$ cat src/rtl/sdc_pkg.sv
package sdc_pkg;
  typedef enum logic [2:0] {
    BLC_1    = 3'b000,
    BLC_2    = 3'b001,
    BLC_4    = 3'b010,
    BLC_8    = 3'b011,
    BLC_PAGE = 3'b111
  } blc_e;
endpackage

$ cat src/rtl/sdc_rst_sync.sv
module sdc_rst_sync (
  input  logic clk,
  input  logic rst_n,
  output logic rst_sync_n
);
  logic meta_q;
  logic sync_q;

  always_ff @(posedge clk or negedge rst_n) begin
    if (!rst_n) begin
      meta_q <= 1'b0;
      sync_q <= 1'b0;
    end else begin
      meta_q <= 1'b1;
      sync_q <= meta_q;
    end
  end

  assign rst_sync_n = sync_q;
endmodule

$ cat src/rtl/sdc_len_decode.sv
module sdc_len_decode #(
  parameter int COL_W = 8
) (
  input  logic [2:0]       code_i,
  input  logic             is_write_i,
  input  logic             single_wr_i,
  output logic [COL_W-1:0] mask_o,
  output logic             page_o
);
  import sdc_pkg::*;

  localparam logic [COL_W-1:0] MSK_1 = '0;
  localparam logic [COL_W-1:0] MSK_2 = COL_W'(1);
  localparam logic [COL_W-1:0] MSK_4 = COL_W'(3);
  localparam logic [COL_W-1:0] MSK_8 = COL_W'(7);
  localparam logic [COL_W-1:0] MSK_P = '1;

  always_comb begin
    mask_o = MSK_1;
    page_o = 1'b0;
    if (!(is_write_i && single_wr_i)) begin
      case (blc_e'(code_i))
        BLC_2:    mask_o = MSK_2;
        BLC_4:    mask_o = MSK_4;
        BLC_8:    mask_o = MSK_8;
        BLC_PAGE: begin
          mask_o = MSK_P;
          page_o = 1'b1;
        end
        default:  mask_o = MSK_1;
      endcase
    end
  end
endmodule

$ cat src/rtl/sdc_beat_ctr.sv
module sdc_beat_ctr #(
  parameter int COL_W = 8
) (
  input  logic             clk,
  input  logic             rst_n,
  input  logic             cke_i,
  input  logic             start_i,
  input  logic             stop_i,
  input  logic [COL_W-1:0] base_i,
  input  logic [COL_W-1:0] mask_i,
  input  logic             page_i,
  input  logic             il_i,
  output logic             active_o,
  output logic [COL_W-1:0] base_o,
  output logic [COL_W-1:0] beat_o,
  output logic [COL_W-1:0] mask_o,
  output logic             il_o,
  output logic             last_o
);
  logic             act_q,  act_d;
  logic [COL_W-1:0] base_q, base_d;
  logic [COL_W-1:0] beat_q, beat_d;
  logic [COL_W-1:0] mask_q, mask_d;
  logic             page_q, page_d;
  logic             il_q,   il_d;
  logic             last_w;

  assign last_w = act_q && !page_q && (beat_q == mask_q);

  always_comb begin
    act_d  = act_q;
    base_d = base_q;
    beat_d = beat_q;
    mask_d = mask_q;
    page_d = page_q;
    il_d   = il_q;
    if (cke_i) begin
      if (start_i) begin
        act_d  = 1'b1;
        base_d = base_i;
        beat_d = '0;
        mask_d = mask_i;
        page_d = page_i;
        il_d   = il_i && !page_i;
      end else if (stop_i) begin
        act_d = 1'b0;
      end else if (act_q) begin
        if (last_w) act_d = 1'b0;
        else        beat_d = beat_q + 1'b1;
      end
    end
  end

  always_ff @(posedge clk or negedge rst_n) begin
    if (!rst_n) begin
      act_q  <= 1'b0;
      base_q <= '0;
      beat_q <= '0;
      mask_q <= '0;
      page_q <= 1'b0;
      il_q   <= 1'b0;
    end else begin
      act_q  <= act_d;
      base_q <= base_d;
      beat_q <= beat_d;
      mask_q <= mask_d;
      page_q <= page_d;
      il_q   <= il_d;
    end
  end

  assign active_o = act_q;
  assign base_o   = base_q;
  assign beat_o   = beat_q;
  assign mask_o   = mask_q;
  assign il_o     = il_q;
  assign last_o   = last_w;
endmodule

$ cat src/rtl/sdc_addr_map.sv
module sdc_addr_map #(
  parameter int COL_W = 8
) (
  input  logic [COL_W-1:0] base_i,
  input  logic [COL_W-1:0] beat_i,
  input  logic [COL_W-1:0] mask_i,
  input  logic             il_i,
  output logic [COL_W-1:0] col_o
);
  logic [COL_W-1:0] lin_w;
  logic [COL_W-1:0] xor_w;

  assign lin_w = base_i + beat_i;
  assign xor_w = base_i ^ beat_i;

  for (genvar gi = 0; gi < COL_W; gi++) begin : g_bit
    assign col_o[gi] = mask_i[gi] ? (il_i ? xor_w[gi] : lin_w[gi]) : base_i[gi];
  end
endmodule

$ cat src/rtl/sdram_col_seq.sv
module sdram_col_seq #(
  parameter int COL_W = 8
) (
  input  logic             clk,
  input  logic             rst_n,
  input  logic             cke_i,
  input  logic             start_i,
  input  logic [COL_W-1:0] start_col_i,
  input  logic [2:0]       bl_code_i,
  input  logic             order_il_i,
  input  logic             is_write_i,
  input  logic             single_wr_i,
  input  logic             stop_i,
  output logic [COL_W-1:0] col_o,
  output logic             valid_o,
  output logic             last_o
);
  logic             rst_sync_n;
  logic [COL_W-1:0] req_mask;
  logic             req_page;
  logic [COL_W-1:0] cur_base;
  logic [COL_W-1:0] cur_beat;
  logic [COL_W-1:0] cur_mask;
  logic             cur_il;

  sdc_rst_sync u_rst (
    .clk        (clk),
    .rst_n      (rst_n),
    .rst_sync_n (rst_sync_n)
  );

  sdc_len_decode #(.COL_W(COL_W)) u_dec (
    .code_i      (bl_code_i),
    .is_write_i  (is_write_i),
    .single_wr_i (single_wr_i),
    .mask_o      (req_mask),
    .page_o      (req_page)
  );

  sdc_beat_ctr #(.COL_W(COL_W)) u_ctr (
    .clk      (clk),
    .rst_n    (rst_sync_n),
    .cke_i    (cke_i),
    .start_i  (start_i),
    .stop_i   (stop_i),
    .base_i   (start_col_i),
    .mask_i   (req_mask),
    .page_i   (req_page),
    .il_i     (order_il_i),
    .active_o (valid_o),
    .base_o   (cur_base),
    .beat_o   (cur_beat),
    .mask_o   (cur_mask),
    .il_o     (cur_il),
    .last_o   (last_o)
  );

  sdc_addr_map #(.COL_W(COL_W)) u_map (
    .base_i (cur_base),
    .beat_i (cur_beat),
    .mask_i (cur_mask),
    .il_i   (cur_il),
    .col_o  (col_o)
  );
endmodule

$ cat config.mk
export PLATFORM = sky130hd
export DESIGN_NAME = sdram_col_seq
export DESIGN_NICKNAME = d
export VERILOG_FILES = /design/src/rtl/sdc_pkg.sv /design/src/rtl/sdc_rst_sync.sv /design/src/rtl/sdc_len_decode.sv /design/src/rtl/sdc_beat_ctr.sv /design/src/rtl/sdc_addr_map.sv /design/src/rtl/sdram_col_seq.sv
export SDC_FILE = /design/constraint.sdc
export NUM_CORES = 1
export LEC_CHECK = 0
export ABC_AREA = 0
export CAP_MARGIN = 10
export CORE_MARGIN = 3
export CORE_UTILIZATION = 65
export CTS_BUF_LIST = sky130_fd_sc_hd__clkbuf_8
export DETAILED_ROUTE_END_ITERATION = 10
export DONT_BUFFER_PORTS = 1
export HOLD_SLACK_MARGIN = 0.1
export PLACE_DENSITY = 0.81
export SKIP_CTS_REPAIR_TIMING = 1
export SLEW_MARGIN = 10
export SYNTH_ARGS = -nofsm -noshare
export SYNTH_HDL_FRONTEND = slang
export SYNTH_HIERARCHICAL = 1
export SYNTH_SLANG_ARGS = --single-unit
$ cat constraint.sdc
create_clock -name clk -period 4.45 [get_ports clk]
set_input_delay 0.89 -clock clk [delete_from_list [all_inputs] [get_ports clk]]
set_output_delay 0.89 -clock clk [all_outputs]
set_load 0.05 [all_outputs]
==> parameters.txt <==
Parameter                              Value

Routing
  Initial DRC count    115
  Number of vias per cell    6.36
  Average wire length per cell after detail routing    16.3 um
  Total via count after detailed routing    1443
  Initial DRT Pass Iterations    4
  Remaining DRCs    0
  DRT antenna net count    0
  Total Wirelength    3690 um

Timing
  Period Utilization, post-route    80.3%
  Max-slew headroom    29.8%
  Fmax    280 MHz
  Min cycle time layout    3.57 ns
  Unrepaired setup endpoints after global routing    no
  Setup violations, final    0
  Final hold violations    0
  Post-route setup slack    0.878 ns
  Layout Skew    0.00353 ns
  Transition time at the pin with the least slew margin    1.06 ns
  Sum of negative setup slack    0 ns
  Pins Over Slew Limit    0

Placed design
  HPWL reported at the end of detailed placement    2770 um
  Global placement routability congestion    0.809
  Port Buf Inserts    0
  Worst-case setup slack after placement    1.19 ns

Synth
  Count of cell types in the netlist    49
  Mapped Nets    225
  Synth Area in Simple Gates    20.2%
  Total standard cell area after synthesis    1960 um2
  Xor/xnor cell area share of the yosys netlist    5.36%
  Cells after synthesis    197
  Most used DFF post-synth    sky130_fd_sc_hd__dfrtp_1
  Multiplexer area fraction after synthesis    10.9%
  Adder-cell area share of the yosys netlist    6.13%
  Number of flops mapped to enable cells by yosys    0
  Proportion of synthesized flip-flops having asynchronous set or reset    100%
  Flip-flop and latch count after synthesis    29
  Synthesized-area fraction occupied by ao, oa, aoi and oai cells    14.9%
  Number of warnings printed during yosys synthesis    6
  Main combinational cell family by area after synthesis    simple AND/OR/NAND/NOR gates
  Part of the Yosys area used for sequential elements    37.0%
  Avg Synthesized Cell Area    9.95 um2

CTS
  H-tree levels    2
  TritonCTS Sinks    29
  Clock latency on the worst-skew pair    0.28 ns
  Max Buffers Root-to-Sink    2
  CTS tree    built
  Inserted Clock Buffers    5
  Clock-pin slew reported for the worst setup and hold paths after clock tree synthesis    0.06 ns
  Buffer type at the clock tree root    sky130_fd_sc_hd__clkbuf_8

Die
  Initial cell density of the core    69.9%
  Width of the die    60.9 um
  Core Rows    19
  Vertical die dimension    60.9 um
  Area of the placeable core    2810 um2
  Total die area    3710 um2
  Boundary Pins    29

Critical path
  Startpoint Class    flip-flop
  Launch point of the critical path    u_ctr/beat_o[0]
  Stages on the worst setup path    8
  Arrival time reported for the critical path endpoint    2.68 ns
  Critical Path Fanout Max    6
  Cells along the critical path    ha_1, inv_1, fa_1, or2b_1, a211oi_1, a31oi_1, xnor2_1, mux2_2
  Capture point of the worst reg-to-reg path    u_ctr/beat_o[7]
  Register-to-register setup slack    2.40 ns
  Reg2Reg Launch Point    u_ctr/active_o
  Crit. End Element    output port
  Critical path type    reg2out
  Required time worst endpoint    3.56 ns
  Register-to-Register Path Depth    5
  Worst setup endpoint    col_o[6]
  Buffers & Inverters on Critical Path    1
  Stage delay of the slowest cell on the critical path    0.44 ns
  Kind of cell adding the most delay to the critical path    adder cells
  Slowest CP cell    sky130_fd_sc_hd__dfrtp_1

Final layout
  Total area of multi-input combinational cells    1140 um2
  Fraction of final layout cells with drive strength greater than 1    16.8%
  Final layout net count    224
  Syn-to-layout area delta    3.83%
  Most frequent standard cell in the layout excluding fill and tap cells    sky130_fd_sc_hd__dfrtp_1
  Number of filler cells placed in the layout    199
  Highest-count cells in the layout ignoring fill and taps    sky130_fd_sc_hd__dfrtp_1, sky130_fd_sc_hd__nand2_1, sky130_fd_sc_hd__nor2_1
  Number of antenna diodes    0
  Register area    726 um2

Pwr
  Cell Int Power    575 uW
  Leak pwr    0.000862 uW
  Sequential share of power    39.3%
  Power density over the cells    471 nW/um2
  Switching Share    40.1%
  Net Switching    385 uW
  Share of total power in combinational logic    39.1%
  Peak ir drop on the vdd network    0.267 mV
  Clock Power Share    21.6%

GRT
  Maximum number of pins on one net before global-route repair    28
  Overflow left after global routing    0
  Initial antenna violation count    0
  Number of global-route vias before repair    1427
  First-pass GRT wire length    6280 um
  GRT Resource Usage Total    23.2%

Job
  Max-Cap Viols    0

Min path
  Worst hold path type    in2async

Status
  Status    completed
worst min-delay path by stage:
stage,endpoint,cells past startpoint
6_report,u_rst/meta_q,0
5_1_grt,u_rst/meta_q,0
4_1_cts,u_rst/meta_q,0
3_5_place_dp,u_rst/rst_sync_n,0
3_3_place_gp,u_rst/rst_sync_n,0
2_1_floorplan,u_rst/rst_sync_n,0
routing by layer:
| metal | vias up | track usage [%] | wire [um] | share of wire (%) |
|---|---|---|---|---|
| li1 | 702 | - | - | - |
| met1 | 692 | 29.0 | 1660 | 45 |
| met2 | 41 | 38.6 | 1800 | 49 |
| met3 | 8 | 6.38 | 166 | 4.5 |
| met4 | 0 | 7.74 | 67 | 1.8 |
| met5 | - | 0 | 0 | 0 |
state kept, by name, indices dropped and copies added (netlist names):
register / count
u_ctr/base_o: 8
u_ctr/beat_o: 8
u_ctr/mask_o: 8
u_ctr/active_o: 1
u_ctr/il_o: 1
u_ctr/page_q: 1
u_rst/meta_q: 1
u_rst/rst_sync_n: 1
cell type report:
type / count / share of cell area, %
clock buffers: 6 / 4.06
clock inverters: 1 / 0.184
inverters: 9 / 1.66
multi-input cells: 149 / 55.8
flip-flops and latches: 29 / 35.6
well taps: 31 / 1.91
repair buffers: 2 / 0.738
metrics by stage:
stage                     area (um2)  hold WS [ns]  utilization (%)  power, uW  instances
after floorplan                 1960         0.331                -        690        197
after detailed placement        1950         0.340             69.5        753        220
after global placement          1950         0.339             69.5        737        220
after CTS                       2040         0.297             72.6        965        227
after global routing            2040         0.290             72.6       1030        227
final                           2040         0.303             72.6        960        227
worst reg2reg max path, cell delays in order (launching register included):
cell                       delay [ns]
sky130_fd_sc_hd__dfrtp_1         0.66
sky130_fd_sc_hd__inv_1           0.12
sky130_fd_sc_hd__nor2_1          0.19
sky130_fd_sc_hd__o21ai_0         0.23
sky130_fd_sc_hd__or2_1           0.44
sky130_fd_sc_hd__o311ai_4        0.31
kinds of logic (layout without fill, tap and decap cells):
group                      count (synthesis)  after routing
muxes                                     19             19
adders and majority gates                  9              9
xor gates and xnor gates                  12             12
buffers and inverters                     19             18
other                                      1              1
AOI/OAI and AO/OA                         39             39
DFF                                       29             29
and+or+nand+nor                           69             69
cell usage after synthesis (4+ instances only):
master	n	area, um2
sky130_fd_sc_hd__buf_4	4	30.0
sky130_fd_sc_hd__o21ai_0	12	60.1
sky130_fd_sc_hd__mux2_2	11	124
sky130_fd_sc_hd__nand4_1	4	25.0
sky130_fd_sc_hd__o211ai_2	4	50.1
sky130_fd_sc_hd__mux2_1	8	90.1
sky130_fd_sc_hd__dfrtp_1	29	726
sky130_fd_sc_hd__ha_1	8	100
sky130_fd_sc_hd__inv_1	9	33.8
sky130_fd_sc_hd__nor2_1	14	52.6
sky130_fd_sc_hd__nand3_1	8	40.0
sky130_fd_sc_hd__nand2_1	14	52.6
sky130_fd_sc_hd__xnor2_1	12	105
sky130_fd_sc_hd__a21oi_1	6	30.0
power by group through the flow:
stage | registers [uW] | logic [uW] | clock network (uW)
global route | 387 | 417 | 225
finish | 378 | 375 | 207
floorplan | 360 | 330 | 0
CTS | 378 | 374 | 213
global placement | 378 | 359 | 0
detailed placement | 383 | 370 | 0
Note: power is estimated with default switching activity, not from simulation.
